**src/rtl/irq_prio_pkg.sv**
```systemverilog
package irq_prio_pkg;
  typedef enum logic {
    LINE_EDGE  = 1'b0,
    LINE_LEVEL = 1'b1
  } line_kind_e;
endpackage

```
**src/rtl/irq_pend_latch.sv**
```systemverilog
module irq_pend_latch
  import irq_prio_pkg::*;
#(
  parameter int N_LINES      = 32,
  parameter int ACTIVE_LINES = 32
) (
  input  logic               clk,
  input  logic               rst_n,
  input  logic [N_LINES-1:0] irq_in,
  input  logic [N_LINES-1:0] line_kind,
  input  logic [N_LINES-1:0] sw_set,
  input  logic [N_LINES-1:0] sw_clr,
  input  logic               en_wr,
  input  logic [N_LINES-1:0] en_data,
  output logic [N_LINES-1:0] pend_d,
  output logic [N_LINES-1:0] en_d,
  output logic [N_LINES-1:0] pend_q,
  output logic [N_LINES-1:0] en_q
);
  // named per-line events, visible to assertions
  logic [N_LINES-1:0] set_ev;
  logic [N_LINES-1:0] clr_ev;

  for (genvar i = 0; i < N_LINES; i++) begin : g_line
    if (i < ACTIVE_LINES) begin : g_on
      assign set_ev[i] = irq_in[i] | sw_set[i];
      assign clr_ev[i] = sw_clr[i] | ((line_kind[i] == LINE_LEVEL) & ~irq_in[i]);
      assign pend_d[i] = set_ev[i] | (pend_q[i] & ~clr_ev[i]);
      assign en_d[i]   = en_wr ? en_data[i] : en_q[i];

      assert_line_sets_R1: assert property (@(posedge clk) disable iff (!rst_n)
        irq_in[i] |=> pend_q[i]);
      assert_level_drop_R2: assert property (@(posedge clk) disable iff (!rst_n)
        (line_kind[i] && !irq_in[i] && !sw_set[i]) |=> !pend_q[i]);
      assert_edge_hold_R3: assert property (@(posedge clk) disable iff (!rst_n)
        (!line_kind[i] && pend_q[i] && !sw_clr[i]) |=> pend_q[i]);
      assert_sw_clear_R4: assert property (@(posedge clk) disable iff (!rst_n)
        (sw_clr[i] && !sw_set[i] && !irq_in[i]) |=> !pend_q[i]);
      assert_enable_wr_R5: assert property (@(posedge clk) disable iff (!rst_n)
        en_wr |=> (en_q[i] == $past(en_data[i])));
    end else begin : g_off
      assign set_ev[i] = 1'b0;
      assign clr_ev[i] = 1'b0;
      assign pend_d[i] = 1'b0;
      assign en_d[i]   = 1'b0;

      assert_unused_line_R8: assert property (@(posedge clk) disable iff (!rst_n)
        !pend_q[i] && !en_q[i]);
    end
  end

  always_ff @(posedge clk) begin
    if (!rst_n) begin
      pend_q <= '0;
      en_q   <= '0;
    end else begin
      pend_q <= pend_d;
      en_q   <= en_d;
    end
  end
endmodule

```
**src/rtl/irq_level_scan.sv**
```systemverilog
module irq_level_scan #(
  parameter int N_LINES  = 32,
  parameter int N_LEVELS = 7,
  parameter int LVL_W    = $clog2(N_LEVELS + 1)
) (
  input  logic [N_LINES-1:0]          eff,
  input  logic [N_LEVELS*N_LINES-1:0] level_mask,
  input  logic [LVL_W-1:0]            core_level,
  output logic [N_LEVELS-1:0]         level_hit,
  output logic [LVL_W-1:0]            top_level
);
  // highest set hit bit, reported as its level number (index + 1)
  function automatic logic [LVL_W-1:0] highest_hit(input logic [N_LEVELS-1:0] h);
    logic [LVL_W-1:0] r;
    r = '0;
    for (int k = 0; k < N_LEVELS; k++) begin
      if (h[k]) r = LVL_W'(k + 1);
    end
    return r;
  endfunction

  for (genvar k = 1; k <= N_LEVELS; k++) begin : g_lvl
    assign level_hit[k-1] = (LVL_W'(k) > core_level) &&
                            (|(level_mask[(k-1)*N_LINES +: N_LINES] & eff));
  end

  assign top_level = highest_hit(level_hit);
endmodule

```
**src/rtl/irq_prio_ctrl.sv**
```systemverilog
module irq_prio_ctrl #(
  parameter int N_LINES      = 32,
  parameter int N_LEVELS     = 7,
  parameter int ACTIVE_LINES = 32,
  localparam int LVL_W       = $clog2(N_LEVELS + 1)
) (
  input  logic                        clk,
  input  logic                        rst_n,
  input  logic [N_LINES-1:0]          irq_in,
  input  logic [N_LINES-1:0]          line_kind,
  input  logic [N_LINES-1:0]          sw_set,
  input  logic [N_LINES-1:0]          sw_clr,
  input  logic                        en_wr,
  input  logic [N_LINES-1:0]          en_data,
  input  logic [LVL_W-1:0]            core_level,
  input  logic [N_LEVELS*N_LINES-1:0] level_mask,
  output logic [N_LINES-1:0]          pend_q,
  output logic [N_LINES-1:0]          en_q,
  output logic                        irq_req,
  output logic [LVL_W-1:0]            irq_level
);
  logic [N_LINES-1:0]  pend_d;
  logic [N_LINES-1:0]  en_d;
  logic [N_LINES-1:0]  eff_next;
  logic [N_LEVELS-1:0] level_hit;
  logic [LVL_W-1:0]    scan_level;

  irq_pend_latch #(
    .N_LINES(N_LINES),
    .ACTIVE_LINES(ACTIVE_LINES)
  ) u_latch (
    .clk(clk), .rst_n(rst_n),
    .irq_in(irq_in), .line_kind(line_kind),
    .sw_set(sw_set), .sw_clr(sw_clr),
    .en_wr(en_wr), .en_data(en_data),
    .pend_d(pend_d), .en_d(en_d),
    .pend_q(pend_q), .en_q(en_q)
  );

  // scan the next-state registers so the outputs line up with pend_q/en_q
  assign eff_next = pend_d & en_d;

  irq_level_scan #(
    .N_LINES(N_LINES),
    .N_LEVELS(N_LEVELS),
    .LVL_W(LVL_W)
  ) u_scan (
    .eff(eff_next),
    .level_mask(level_mask),
    .core_level(core_level),
    .level_hit(level_hit),
    .top_level(scan_level)
  );

  always_ff @(posedge clk) begin
    if (!rst_n) begin
      irq_req   <= 1'b0;
      irq_level <= '0;
    end else begin
      irq_req   <= (scan_level != '0);
      irq_level <= scan_level;
    end
  end

  assert_above_core_R6: assert property (@(posedge clk) disable iff (!rst_n)
    irq_req |-> (irq_level > $past(core_level)));
  assert_idle_zero_R7: assert property (@(posedge clk) disable iff (!rst_n)
    !irq_req |-> (irq_level == '0));
  assert_req_has_source_R9: assert property (@(posedge clk) disable iff (!rst_n)
    irq_req |-> (|(pend_q & en_q)));
  assert_no_hit_no_req_R7: assert property (@(posedge clk) disable iff (!rst_n)
    (level_hit == '0) |=> !irq_req);
endmodule

```
**config.mk**
```make
export PLATFORM = sky130hd
export DESIGN_NAME = irq_prio_ctrl
export DESIGN_NICKNAME = d
export VERILOG_FILES = /design/src/rtl/irq_prio_pkg.sv /design/src/rtl/irq_pend_latch.sv /design/src/rtl/irq_level_scan.sv /design/src/rtl/irq_prio_ctrl.sv
export SDC_FILE = /design/constraint.sdc
export NUM_CORES = 1
export LEC_CHECK = 0
export ABC_CLOCK_PERIOD_IN_PS = 2550
export BUFFER_PORTS_ARGS = -buffer_cell sky130_fd_sc_hd__buf_2
export CAP_MARGIN = 5
export CORE_AREA = 2 2 178 180
export CTS_CLUSTER_DIAMETER = 80
export DETAILED_ROUTE_END_ITERATION = 10
export DIE_AREA = 0 0 180 182
export SYNTH_ARGS = -nofsm -noshare
export SYNTH_HDL_FRONTEND = slang
export SYNTH_SLANG_ARGS = --single-unit
```
**constraint.sdc**
```tcl
create_clock -name clk -period 2.55 [get_ports clk]
set_input_delay 0.255 -clock clk [delete_from_list [all_inputs] [get_ports clk]]
set_output_delay 0.255 -clock clk [all_outputs]
set_load 0.03 [all_outputs]
```
# After elaboration in Yosys (flattened, before gate mapping)
# Cells that the tools add are included.
totals:
  register_bits: 68
  latchBits: 0
  mem_bits_rw: 0
  mem_bits_ro: 0
  input_bits: 390
  wordCells: 297
  n_memories: 0
classes:
  n_addsub: 0
  mul: 0
  div_mod_pow: 0
  n_lt_le_gt_ge: 7
  n_eq_ne: 0
  shift: 0
  n_mux: 39
  n_bitwise: 232
  n_reduce_logical: 15
ops:
  columns: ["operator", "count"]
  rows:
  - ["32-bit AND", 8]
  - ["32-bit OR reduction", 7]
  - ["1-bit OR", 96]
  - ["1-bit AND", 64]
  - ["1-bit NOT", 64]
  - ["1-bit two-way mux", 33]
  - ["3-bit greater-than comparator (first input constant)", 4]
  - ["3-bit two-way mux", 4]
  - ["1-bit logical AND", 7]
  - ["2-bit by 3-bit greater-than comparator with 1-bit output (first input constant)", 2]
  - ["2-bit two-way mux", 2]
  - ["1-bit by 3-bit greater-than comparator with 1-bit output (first input constant)", 1]
  - ["3-bit nonzero test", 1]

# Depth between registers and ports, before layout
logic_depth:
  depth_word: 18
  depth_mapped: 10

# By module
# From an unflattened synthesis, not the netlist that was laid out.
hier_totals:
  hier_cells: 499
  hier_area_um2: 4514.3
by_module_without_submodules:
  columns: ["module", "n_inst", "cells_each", "area_per_inst_um2", "seq_area_each_um2"]
  rows:
  - ["irq_pend_latch", 1, 300, 2992.9, 1281.2]
  - ["irq_level_scan", 1, 159, 1212.4, 0.0]
  - ["irq_prio_ctrl", 1, 40, 309.0, 80.1]

# Worst setup path before layout
# Ideal clock, no wire load.
synth_timing:
  path_kind: "in2reg"
  start: "in en_wr"
  end: "reg irq_req"
  setup_time_ps: 77
  t_arrival_ps: 2394
  slack_ps: 80
  cell_stages: 10
  path_cell_list: "buf_6 > buf_6 > mux2_4 > o31a_4 > a2111oi_4 > nand3_1 > or4_4 > a211oi_2 > o21ai_1 > a41oi_2"
synth_between:
  elab_chain_len: 13
  elab_cells_between_ends: 62
  cone_classes: "39 x mux; 8 x bitwise; 15 x reduce/logical"
synth_lines:
  columns: ["item", "line_no", "rtl"]
  rows:
  - ["start: declaration", "irq_prio_ctrl.sv:13", "input logic en_wr,"]
  - ["1-bit two-way mux", "irq_pend_latch.sv:29", "assign en_d[i] = en_wr ? en_data[i] : en_q[i];"]
  - ["32-bit AND *", "irq_prio_ctrl.sv:41", "assign eff_next = pend_d & en_d;"]
  - ["32-bit AND", "irq_level_scan.sv:24", "(|(level_mask[(k-1)*N_LINES +: N_LINES] & eff));"]
  - ["32-bit OR reduction", "irq_level_scan.sv:24", null]
  - ["1-bit logical AND", "irq_level_scan.sv:23", "assign level_hit[k-1] = (LVL_W'(k) > core_level) &&"]
  - ["1-bit two-way mux", "irq_level_scan.sv:17", "if (h[k]) r = LVL_W'(k + 1);"]
  - ["2-bit two-way mux (2 in series)", "irq_level_scan.sv:17", null]
  - ["3-bit two-way mux (3 in series)", "irq_level_scan.sv:17", null]
  - ["3-bit two-way mux *", "irq_level_scan.sv:17", null]
  - ["3-bit nonzero test *", "irq_prio_ctrl.sv:60", "irq_req <= (scan_level != '0);"]
  - ["end signal: assignment", "irq_prio_ctrl.sv:60", null]
  - ["end: declaration", "irq_prio_ctrl.sv:19", "output logic irq_req,"]
# Every way passes the cells marked *; elsewhere a longest branch is shown, timed or not.
# A chain may end at the register's enable or synchronous reset.

# Final worst setup path
# Ends and elaborated chain as after synthesis.

==> flow_summary.ini <==
[status]
outcome = completed

[place]
place_ws_ps = -786
gp_congestion = 0.915
dp_hpwl_mm = 34.7
portBuffers = 457

[route]
drtAntennaViolNets = 0
avgRoutedWirePerCell_um = 26.6
dr.pass1.iters = 5
routed_wl_mm = 40.4
drt_iter0_markers = 278
vias_per_cell = 4.78
vias = 7266
drc = 0

[finish]
final_util_pct = 30.1
nets = 1500
areaGrowthSynthToFinish_pct = 101
drive_above_1_share_pct = 65.3
final_cell_mix = 456 x buf_2, 126 x buf_4, 64 x dfxtp_1
final_common_cell = buf_2

[global_route]
grt_pass1_wl_mm = 53.8
grt_overflow = 0
grt_use_total_pct = 23.4
grt_pass1_vias = 7348
grt_antenna_before_repair = 6
grt_max_degree = 33

[clocking]
clkTransAtPathRegs_ps = 70
cts_sinks = 68
postCtsHoldBufs = 0
htreeDepth = 3
clk_latency_ps = 350
cts_tree = yes
cts_buffer_depth = 2
cts_buffers = 9
clockRootBuffer = clkbuf_16

[worst_setup_path]
cp-end-kind = flip-flop
slowest_delay_ps = 540
cp_num_buf_inv = 5
cpMostUsedCell = buf_4
crit_type = input pin to flip-flop
critPathTopFamily = simple AND/OR/NAND/NOR gates
crit_arrival_ps = 2790
worstPathRequired_ps = 2810
path_cells = buf_4 > buf_12 > buf_4 > mux2_4 > buf_4 > o311ai_4 > buf_6 > and4_4 > nand3_1 > or4_4 > a211oi_4 > o21ai_2 > a41oi_2
reg2reg_from = u_latch.pend_q[0]
critPathSlowestCell = or4_4
critical_path.max_fanout = 6
critPathLaunchType = input pin
cp-startpoint = en_wr

[power]
ir_drop_mv = 0.275
share_comb_of_total_power_pct = 40.1
internal_power_uw = 2730
fin_total_pwr_uw = 4270
power.density_mw_per_mm2 = 457
p_sw_share_pct = 36.0
power_switching_uw = 1540
seq_power_share_pct = 27.5
power_leakage_uw = 0.00449
clkPwrFrac_pct = 32.4

[sta]
min_period_over_period_pct = 99.3
hold_viol = 0
fin_hold_ws_ps = 185
grt_setup_unrepaired = yes
worst_slack_ps = 18.7
setup_viol = 0
max_slew.worst_pin.slew_ps = 912
slew_violations = 0
max_freq_mhz = 395
skew_ps = 12.9
finalCriticalPeriod_ps = 2530
relSlewSlack_pct = 39.1

[floorplan]
core_area_mm2 = 0.0310
ios = 458
die_x_um = 180
initial_core_util_pct = 15.0
fp.dieH_um = 182
dieArea_mm2 = 0.0328
rows = 65

[yosys]
synth_cells = 516
netlist_area_mm2 = 0.00463
async_reset_ff_share_pct = 0
synth_nets = 906
yosysTopAreaCell = dfxtp_1
yosys_warnings = 0
synth.area.top_cells = dfxtp_1 29%, a22oi_1 6.5%, mux2_2 5.8%
synth.distinct_cells = 61
yosysSeqAreaShare_pct = 29.4
yosys_register_bits = 68
synth_enable_flop_cells = 0
syn_area_per_cell_um2 = 8.98
synth.top_cell.area_share_pct = 29.4
synth_top_flop_cell = dfxtp_1

[run]
drv_cap = 0

[worst_hold_path]
min_from = irq_in[24]
hp-class = input pin to flip-flop
[timing repair]
action,CTS,global route
setup endpoints to repair,4,4
resized for setup,48,61
buffers inserted,4,5
pin swaps,10,32
gates cloned,1,0
[flip-flops by register name, summed over array words and instances, names as in the netlist]
name / count
u_latch.pend_q: 32
irq_req: 1
irq_level: 3
u_latch.en_q: 32
[worst paths after layout]
kind	end	slack, ps	cells after the start
worst max-delay path	irq_req	20	13
worst min-delay path	u_latch.pend_q[24]	190	3
worst max register to register	irq_req	40	10
worst min register to register	u_latch.en_q[17]	550	2
[final cells by class]
type                    instances  area (um2)
diodes                          5        12.5
clock buffers                  12         256
clock inverters                 2        35.0
fillers                      3314       21700
inverters                       5        18.8
multi-input cells             428        3630
flip-flops and latches         68        1370
well taps                     402         503
repair buffers                598        3510
[worst register-to-register path: stages (launching register included)]
cell and delay, ps:
dfxtp_1 310, nor3b_4 160, buf_6 130, o311ai_4 320, buf_6 170, and4_4 230, nand3_1 80, or4_4 540
a211oi_4 260, o21ai_2 90, a41oi_2 140
[cell usage after synthesis (3+ instances only)]
| cell | count |
|---|---|
| a2111o_1 | 4 |
| a21o_1 | 5 |
| a21oi_1 | 9 |
| a22o_1 | 5 |
| a22oi_1 | 40 |
| a31oi_1 | 5 |
| a32oi_1 | 13 |
| and2_1 | 35 |
| and4_1 | 6 |
| buf_1 | 3 |
| clkbuf_1 | 8 |
| dfxtp_1 | 68 |
| inv_1 | 5 |
| mux2_2 | 24 |
| mux2_4 | 5 |
| mux2i_1 | 3 |
| nand2_1 | 10 |
| nand3_1 | 11 |
| nand4_1 | 14 |
| nor2_1 | 45 |
| nor3_1 | 10 |
| nor3b_1 | 28 |
| nor4_1 | 5 |
| o2111ai_1 | 4 |
| o211a_1 | 11 |
| o211ai_1 | 26 |
| o21a_1 | 12 |
| o311a_1 | 8 |
| o311ai_0 | 28 |
| o31a_1 | 9 |
| or2_2 | 14 |
| or3_1 | 5 |
| or3b_2 | 4 |
[through the flow]
stage                     TNS (ps)  instances  area (um2)
after floorplan                  0        516        4630
after detailed placement     -3030       1492        8440
after global placement       -2670       1492        8440
final                            0       1520        9340
after CTS                        0       1511        9040
after global routing         -55.2       1515        9320
[kinds of logic (layout without fill, tap and decap cells)]
kind of cell           count (synthesis)  after routing  synth area share [%]
flip-flops                            68             68                  29.4
AND/OR/NAND/NOR                      197            197                  24.6
AO/OA/AOI/OAI                        199            199                  35.9
buffers and inverters                 20            617                  2.00
other                                  0              5                     0
multiplexers                          32             32                  8.10
[power groups by stage]
stage / Sequential (uW) / Clock, uW / Combinational, uW
6_report: 1170 / 1380 / 1710
5_1_grt: 1180 / 1450 / 1810
4_1_cts: 1170 / 1410 / 1650
3_5_place_dp: 1190 / 0 / 1560
3_3_place_gp: 1190 / 0 / 1550
2_1_floorplan: 1320 / 0 / 456
[layer usage]
layer / global-route usage (%) / routed length (um) / vias to the layer above
met1: 28.2 / 16600 / 3487
met3: 5.07 / 2650 / 53
met4: 6.41 / 868 / 2
met5: 0 / 13 / -
li1: - / - / 3331
met2: 41.9 / 20200 / 393
Power figures use the tool's default switching activity.
